### config.mk
export PLATFORM = sky130hd
export DESIGN_NAME = fp_status_split
export DESIGN_NICKNAME = d
export VERILOG_FILES = /design/src/rtl/fp_status_split.sv
export SDC_FILE = /design/constraint.sdc
export NUM_CORES = 1
export LEC_CHECK = 0
export BUFFER_PORTS_ARGS = -buffer_cell sky130_fd_sc_hd__clkbuf_2
export CORE_MARGIN = 2
export CORE_UTILIZATION = 40
export CTS_CLUSTER_SIZE = 10
export DETAILED_ROUTE_END_ITERATION = 10
export GPL_TIMING_DRIVEN = 0
export MAX_ROUTING_LAYER = met4
export PLACE_DENSITY = 0.81
export SYNTH_ARGS = -nofsm -noshare
export SYNTH_HDL_FRONTEND = slang
export SYNTH_SLANG_ARGS = --single-unit
### constraint.sdc
create_clock -name clk -period 1.61 [get_ports clk]
set_input_delay 0.161 -clock clk [delete_from_list [all_inputs] [get_ports clk]]
set_output_delay 0.161 -clock clk [all_outputs]
set_load 0.02 [all_outputs]
### src/rtl/fp_status_split.sv
module fp_status_split (
  input  logic        clk,
  input  logic        rst_n,
  input  logic        full_we,
  input  logic [31:0] full_data,
  input  logic        hi_we,
  input  logic [8:0]  hi_flags,
  input  logic [26:0] hi_mode,
  input  logic        lo_we,
  input  logic [6:0]  lo_flags,
  input  logic [20:0] lo_mode,
  input  logic [6:0]  exc_en,
  input  logic        lit_we,
  input  logic        lit_op,
  input  logic [15:0] lit_imm,
  output logic [31:0] rd_data,
  output logic        exc_evt
);

  localparam int HI_N  = 9;
  localparam int EXC_N = 7;

  logic [HI_N-1:0]  hi_q, hi_nx;
  logic [EXC_N-1:0] cur_q, stk_q, cur_nx, set_hit;
  logic [EXC_N-1:0] cur_lit, stk_lit;
  logic             unused_bits;

  function automatic logic apply_mode(input logic old, input logic f, input logic [2:0] m);
    case (m)
      3'd1:    return f;
      3'd2:    return 1'b0;
      3'd3:    return old & f;
      3'd4:    return old | f;
      default: return old;
    endcase
  endfunction

  always_comb begin
    for (int i = 0; i < HI_N; i++)
      hi_nx[i] = apply_mode(hi_q[i], hi_flags[i], hi_mode[3*i +: 3]);
    for (int i = 0; i < EXC_N; i++) begin
      cur_nx[i]  = apply_mode(cur_q[i], lo_flags[i], lo_mode[3*i +: 3]);
      set_hit[i] = lo_flags[i] && (lo_mode[3*i +: 3] == 3'd1 || lo_mode[3*i +: 3] == 3'd4);
    end
  end

  assign cur_lit = lit_op ? (cur_q | lit_imm[6:0])  : (cur_q & lit_imm[6:0]);
  assign stk_lit = lit_op ? (stk_q | lit_imm[14:8]) : (stk_q & lit_imm[14:8]);

  assign unused_bits = ^{full_data[31:29], full_data[23:20], full_data[15], full_data[7],
                         lit_imm[15], lit_imm[7]};

  always_ff @(posedge clk) begin
    if (!rst_n) begin
      hi_q    <= '0;
      cur_q   <= '0;
      stk_q   <= '0;
      exc_evt <= 1'b0;
    end else begin
      exc_evt <= lo_we && !full_we && !lit_we && |(set_hit & exc_en);
      if (full_we)
        hi_q <= {full_data[28:24], full_data[19:16]};
      else if (hi_we)
        hi_q <= hi_nx;
      if (full_we) begin
        cur_q <= full_data[6:0];
        stk_q <= full_data[14:8];
      end else if (lit_we) begin
        cur_q <= cur_lit;
        stk_q <= stk_lit;
      end else if (lo_we) begin
        cur_q <= cur_nx;
        stk_q <= stk_q | cur_nx;
      end
    end
  end

  assign rd_data = {3'b000, hi_q[8:4], 4'b0000, hi_q[3:0], 1'b0, stk_q, 1'b0, cur_q};


  full_wins_chk: assert property (@(posedge clk) disable iff (!rst_n)
    full_we |=> rd_data == ($past(full_data) & 32'h1F0F_7F7F));


  lit_keeps_upper_chk: assert property (@(posedge clk) disable iff (!rst_n)
    (lit_we && !full_we && !hi_we) |=> rd_data[31:16] == $past(rd_data[31:16]));


  sticky_hold_chk: assert property (@(posedge clk) disable iff (!rst_n)
    (!full_we && !lit_we) |=> ($past(rd_data[14:8]) & ~rd_data[14:8]) == 7'd0);


  evt_source_chk: assert property (@(posedge clk) disable iff (!rst_n)
    exc_evt |-> ($past(lo_we) && !$past(lit_we) && !$past(full_we)));


  hi_only_chk: assert property (@(posedge clk) disable iff (!rst_n)
    (hi_we && !lo_we && !lit_we && !full_we) |=> $stable(rd_data[15:0]));

endmodule

==> results of run 1 <==
## cell type report
type	instances	area (um2)
tap	67	83.8
timing repair buffer	135	676
inverter	5	21.3
fill	480	1940
multi-input combinational	222	1420
buffer	22	143
clock buffer	4	55.1
sequential	24	480
## state kept, by name (all words and copies together), names as in the netlist
register and cells:
cur_q 7, stk_q 7, exc_evt 1, hi_q 9
## power breakdown
part	leakage (nW)	internal (mW)	switching, mW
registers	0.199	0.641	0.0460
clock network	0.0288	0.219	0.215
logic	1.15	0.299	0.347
## kinds of logic (layout without fill, tap and decap cells)
kind of cell               Yosys count  in the layout  synth area share
AOI/OAI and AO/OA                  106            106             0.370
DFF                                 24             24             0.236
xor gates and xnor gates            11             11            0.0474
adders and majority gates            6              6            0.0295
buffers and inverters               27            166            0.0806
other                                1              9           0.00184
and+or+nand+nor                     90             90             0.234
## critical path: cells and delay by family, from the launching register on
kind               cells  cell delay (ns)
AOI/OAI and AO/OA      4             0.73
DFF                    1             0.42
## cells in the final DEF (no fill, tap or decap), drive strengths merged, types with 2 or more instances in the layout
cell / n
nor4bb: 6
inv: 4
nand4: 2
nor2b: 5
o211a: 4
a41oi: 2
a311oi: 4
a221oi: 6
buf: 18
a21oi: 19
maj3: 6
nand2: 12
a31oi: 2
o311ai: 3
o221ai: 9
clkbuf: 143
nand2b: 7
nor3b: 2
nand4b: 3
xnor2: 4
o31ai: 8
nor2: 33
o21ai: 25
xor2: 7
o221a: 4
dfxtp: 24
a22oi: 2
nand3: 4
a211o: 5
conb: 9
nor3: 5
o211ai: 7
or3: 8
## worst paths after layout
check	from	endpoint	slack [ns]	depth (start not counted)
worst min register to register	hi_q[6]	hi_q[6]	0.55	2
worst max register to register	cur_q[5]	stk_q[5]	0.42	4
worst min-delay path	full_data[1]	cur_q[1]	0.11	2
worst max-delay path	cur_q[5]	stk_q[5]	0.42	4
## through the flow
| stage | power, mW | instance area, um2 | setup slack [ns] |
|---|---|---|---|
| 3_3_place_gp | 1.33 | 2820 | 0.210 |
| 4_1_cts | 1.77 | 2880 | 0.422 |
| 5_1_grt | 1.87 | 2880 | 0.312 |
| 6_report | 1.77 | 2880 | 0.417 |
| 2_1_floorplan | 1.05 | 2060 | 0.424 |
| 3_5_place_dp | 1.34 | 2820 | 0.181 |
## layer usage
metal	up-vias	GRT usage
li1	1308	-
met4	0	0.0351
met2	110	0.435
met3	2	0.0238
met1	1200	0.290
met5	-	-
==> impl_metrics.env, run 1 <==
export IMPL_clkTransAtPathRegs_ns=0.09
export IMPL_yosysTopAreaCell="dfxtp_1"
export IMPL_postCtsSetupBuffers=0
export IMPL_synthDistinctLibCells=48
export IMPL_required_ns=1.83
export IMPL_top_layer_used="met4"
export IMPL_drv_cap=0
export IMPL_drive_gt1_frac=0.393
export IMPL_wl_met1_um=2960
export IMPL_utilization=0.598
export IMPL_io_pins=159
export IMPL_vias=2620
export IMPL_die_y_um=75.3
export IMPL_rows=25
export IMPL_netlist_area_leader_share=0.236
export IMPL_power_density_mw_per_mm2=614
export IMPL_period_needed_ns=1.19
export IMPL_synthCells=265
export IMPL_arrival_ns=1.42
export IMPL_start_util=0.422
export IMPL_met3_length_um=509
export IMPL_path_max_fanout=5
export IMPL_antenna_cells=0
export IMPL_synth_common_cells="nor2_1, o21ai_0, dfxtp_1, a21oi_1, nand2_1"
export IMPL_die_x_um=75.3
export IMPL_route_met2_wl_um=3460
export IMPL_timing_hold_ws_ns=0.107
export IMPL_grt_overflow_total=0
export IMPL_routed_wl_um=6940
export IMPL_htree_levels=1
export IMPL_synthesis_area_mm2=0.00203
export IMPL_dieArea_mm2=0.00567
export IMPL_crit_type="reg2reg"
export IMPL_max_slew_margin=0.616
export IMPL_grt_antenna_before_repair=0
export IMPL_io_buffers=135
export IMPL_min_path_type="in2reg"
export IMPL_status="finished clean"
export IMPL_design_core_area_mm2=0.00482
export IMPL_tns_ns=0
export IMPL_yosysWarnings=0
export IMPL_nets=539
export IMPL_ys_flop_type="dfxtp_1"
export IMPL_clock_latency_ns=0.27
export IMPL_postSynth_asyncResetShare=0
export IMPL_finClkSkew_ns=0.00181
export IMPL_path_cells="o21bai_1 > a21oi_1 > o21ai_0 > o221a_2"
export IMPL_gp_congestion=0.818
export IMPL_area_growth_syn_to_layout_pct=41.5
export IMPL_irDropWorstVdd_v=0.000336
export IMPL_grt_use_total=0.238
export IMPL_setup_viol=0
export IMPL_dp_hpwl_um=5590
export IMPL_endpoint_kind="flop"
export IMPL_worst_pin_slew_ns=0.576
export IMPL_worst_path_max_delay_cell="dfxtp_1"
export IMPL_grt_pass1_vias=2306
export IMPL_wl_per_cell_um=14.5
export IMPL_grt_first_pass_wirelength_um=10300
export IMPL_max_stage_delay_ns=0.42
export IMPL_ys_seq_elements=24
export IMPL_ant_nets=0
export IMPL_fin_cells=479
export IMPL_grt_setup_unrepaired="no"
export IMPL_numCtsBuffers=3
export IMPL_fmax_mhz=838
export IMPL_via_per_inst=5.47
export IMPL_drt_iter0_drc=110
export IMPL_post_route_period_util=0.741
export IMPL_cts_tree="done"
export IMPL_synth_seq_area_share=0.236
export IMPL_synth_avg_cell_area_um2=7.68
export IMPL_synth_most_common_cell="nor2_1"
export IMPL_clockBufferDepth=2
export IMPL_hold_viol_final=0
export IMPL_cts_resized=0
export IMPL_synthTopCellsByArea="dfxtp_1, o21ai_0, nor2_1"
export IMPL_maxSlewViolCount=0
export IMPL_cts_hold_buf=0
export IMPL_cts_root_buffer="clkbuf_8"
export IMPL_clock_sinks=24
export IMPL_dr_pass1_iters=4
export IMPL_dpl_cell_count=475
export IMPL_grt_start_max_net_pins=14
export IMPL_critPathLaunchType="flop"
export IMPL_leakagePower_nw=1.38
export IMPL_drc=0
export IMPL_synth_edff_count=0
No activity file was read; power rests on OpenSTA's default activity.
==> run 2, diff against run 1 <==
- CORE_UTILIZATION: 40 -> 36
- PLACE_DENSITY: 0.81 -> 0.77
- clock period: 1.61 -> 1 ns (I/O delays scaled with it)
==> run 2 against run 1 <==
  * The run now ends with setup timing left
  * Total power increased by 68%
  * Combinational power increased by 87%
  * Largest cell class unchanged
  * Clock skew is essentially flat
  * Sequential power up 62%
  * Setup slack worse by 0.55 ns
  * Critical endpoint is now cur_q[3]
  * Highest routed layer unchanged
==> impl_metrics.env, run 2 (same netlist as run 1, synthesis figures left out) <==
export IMPL_status="finished, violations left"
export IMPL_failed_checks="setup timing"
export IMPL_worst_pin_slew_ns=0.545
export IMPL_io_buffers=135
export IMPL_cts_tree="done"
export IMPL_htree_levels=1
export IMPL_antenna_cells=0
export IMPL_critPathLaunch="cur_q[3]"
export IMPL_hp_start="full_data[2]"
export IMPL_grt_start_max_net_pins=14
export IMPL_crit_type="reg2reg"
export IMPL_nets=548
export IMPL_top_regs="hi_q x9, cur_q x7, stk_q x7"
export IMPL_setup_viol=12
export IMPL_ant_nets=0
export IMPL_drt_iter0_drc=121
export IMPL_area_growth_syn_to_layout_pct=56.0
export IMPL_setup_ws_ns=-0.134
export IMPL_hold_viol_final=0
export IMPL_max_slew_margin=0.637
export IMPL_drc=0
export IMPL_clockBufferDepth=2
export IMPL_grt_first_pass_wirelength_um=11600
export IMPL_dp_hpwl_um=5730
export IMPL_fin_cells=493
export IMPL_fmax_mhz=882
export IMPL_mostFrequentLayoutCell="clkbuf_2"
export IMPL_dieArea_mm2=0.00627
export IMPL_maxSlewViolCount=0
export IMPL_start_util=0.372
export IMPL_tns_ns=-1.01
export IMPL_clock_sinks=24
export IMPL_grt_use_total=0.231
export IMPL_clkTransAtPathRegs_ns=0.09
export IMPL_dr_pass1_iters=5
export IMPL_grt_setup_unrepaired="yes"
export IMPL_path_max_fanout=4
export IMPL_gp_congestion=0.786
export IMPL_rows=27
export IMPL_endpoint_kind="flop"
export IMPL_final_cell_mix="clkbuf_2, nor2_1, o21ai_0"
export IMPL_grt_antenna_before_repair=0
export IMPL_clock_latency_ns=0.26
export IMPL_required_ns=1.19
export IMPL_dpl_cell_count=480
export IMPL_finClkSkew_ns=0.00172
export IMPL_leakagePower_nw=1.48
export IMPL_grt_pass1_vias=2545
export IMPL_via_per_inst=5.47
export IMPL_post_route_period_util=1.13
export IMPL_wl_per_cell_um=15.4
export IMPL_routed_wl_um=7570
export IMPL_io_pins=159
export IMPL_die_y_um=79.2
export IMPL_power_density_mw_per_mm2=937
export IMPL_grt_overflow_total=0
export IMPL_arrival_ns=1.33
export IMPL_largest_register_ffs=9
export IMPL_drv_cap=0
export IMPL_min_path_type="in2reg"
export IMPL_die_x_um=79.2
export IMPL_r2r_start="cur_q[3]"
export IMPL_critPathLaunchType="flop"
export IMPL_design_core_area_mm2=0.00547
export IMPL_period_needed_ns=1.13
export IMPL_cts_root_buffer="clkbuf_8"
export IMPL_irDropWorstVdd_v=0.000525
export IMPL_regMostFlops="hi_q"
export IMPL_numCtsBuffers=3
export IMPL_vias=2697
export IMPL_place_ws_ns=-0.369
export IMPL_drive_gt1_frac=0.515
[run 2: cell types whose count changed in the layout (fill, tap and decap cells not counted), sizes merged]
| cell | change |
|---|---|
| clkinvlp | +1 |
| buf | +11 |
| clkbuf | -2 |
| clkinv | -1 |
[run 2: final timing paths]
check,to,slack (ns),depth (start not counted)
setup / recovery,cur_q[3],-0.13,4
hold / removal,cur_q[2],0.06,2
setup reg to reg,cur_q[3],-0.13,4
hold reg to reg,hi_q[6],0.55,2
[run 2: layer usage]
| layer | vias to the layer above | routed length, um | track usage | part of all wire |
|---|---|---|---|---|
| met4 | 0 | 29 | 0.0328 | 0.0038 |
| met2 | 122 | 3770 | 0.418 | 0.50 |
| li1 | 1326 | - | - | - |
| met1 | 1245 | 3200 | 0.283 | 0.42 |
| met5 | - | 0 | - | 0 |
| met3 | 4 | 567 | 0.0261 | 0.075 |
[run 2: worst max-delay path: stages (launching register included)]
cell      delay [ns]
dfxtp_4         0.37
nand2b_4        0.12
o221ai_2        0.08
a211o_1         0.35
a21oi_2         0.15
[run 2: what timing repair did]
| action | in CTS | in global routing |
|---|---|---|
| hold buffers | 0 | 0 |
| setup buffers | 8 | 1 |
| gates resized for setup | 6 | 35 |
| endpoints found under the hold margin | 0 | 0 |
| pin swaps | 8 | 15 |
| setup endpoints to repair | 15 | 26 |
[run 2: final cells by class]
cell class | instances | area [um2]
plain buffers | 22 | 156
clock buffers | 4 | 55.1
fillers | 539 | 2300
inverters | 5 | 25.0
multi-input cells | 222 | 1550
flip-flops and latches | 24 | 524
well taps | 72 | 90.1
repair buffers | 144 | 776
[run 2: power by group]
group | leakage [nW] | internal [mW] | total, mW | switching [mW]
Sequential | 0.207 | 1.03 | 1.11 | 0.0727
Combinational | 1.24 | 0.574 | 1.21 | 0.632
Clock | 0.0288 | 0.351 | 0.659 | 0.308
[run 2: through the flow]
step,total power [mW],utilization,hold WS (ns),instance area (um2)
5_1_grt,3.15,0.580,0.0609,3170
4_1_cts,2.92,0.558,0.0556,3060
6_report,2.97,0.580,0.0598,3170
3_3_place_gp,2.17,0.532,0.329,2910
2_1_floorplan,1.72,-,0.237,2150
3_5_place_dp,2.20,0.532,0.335,2910
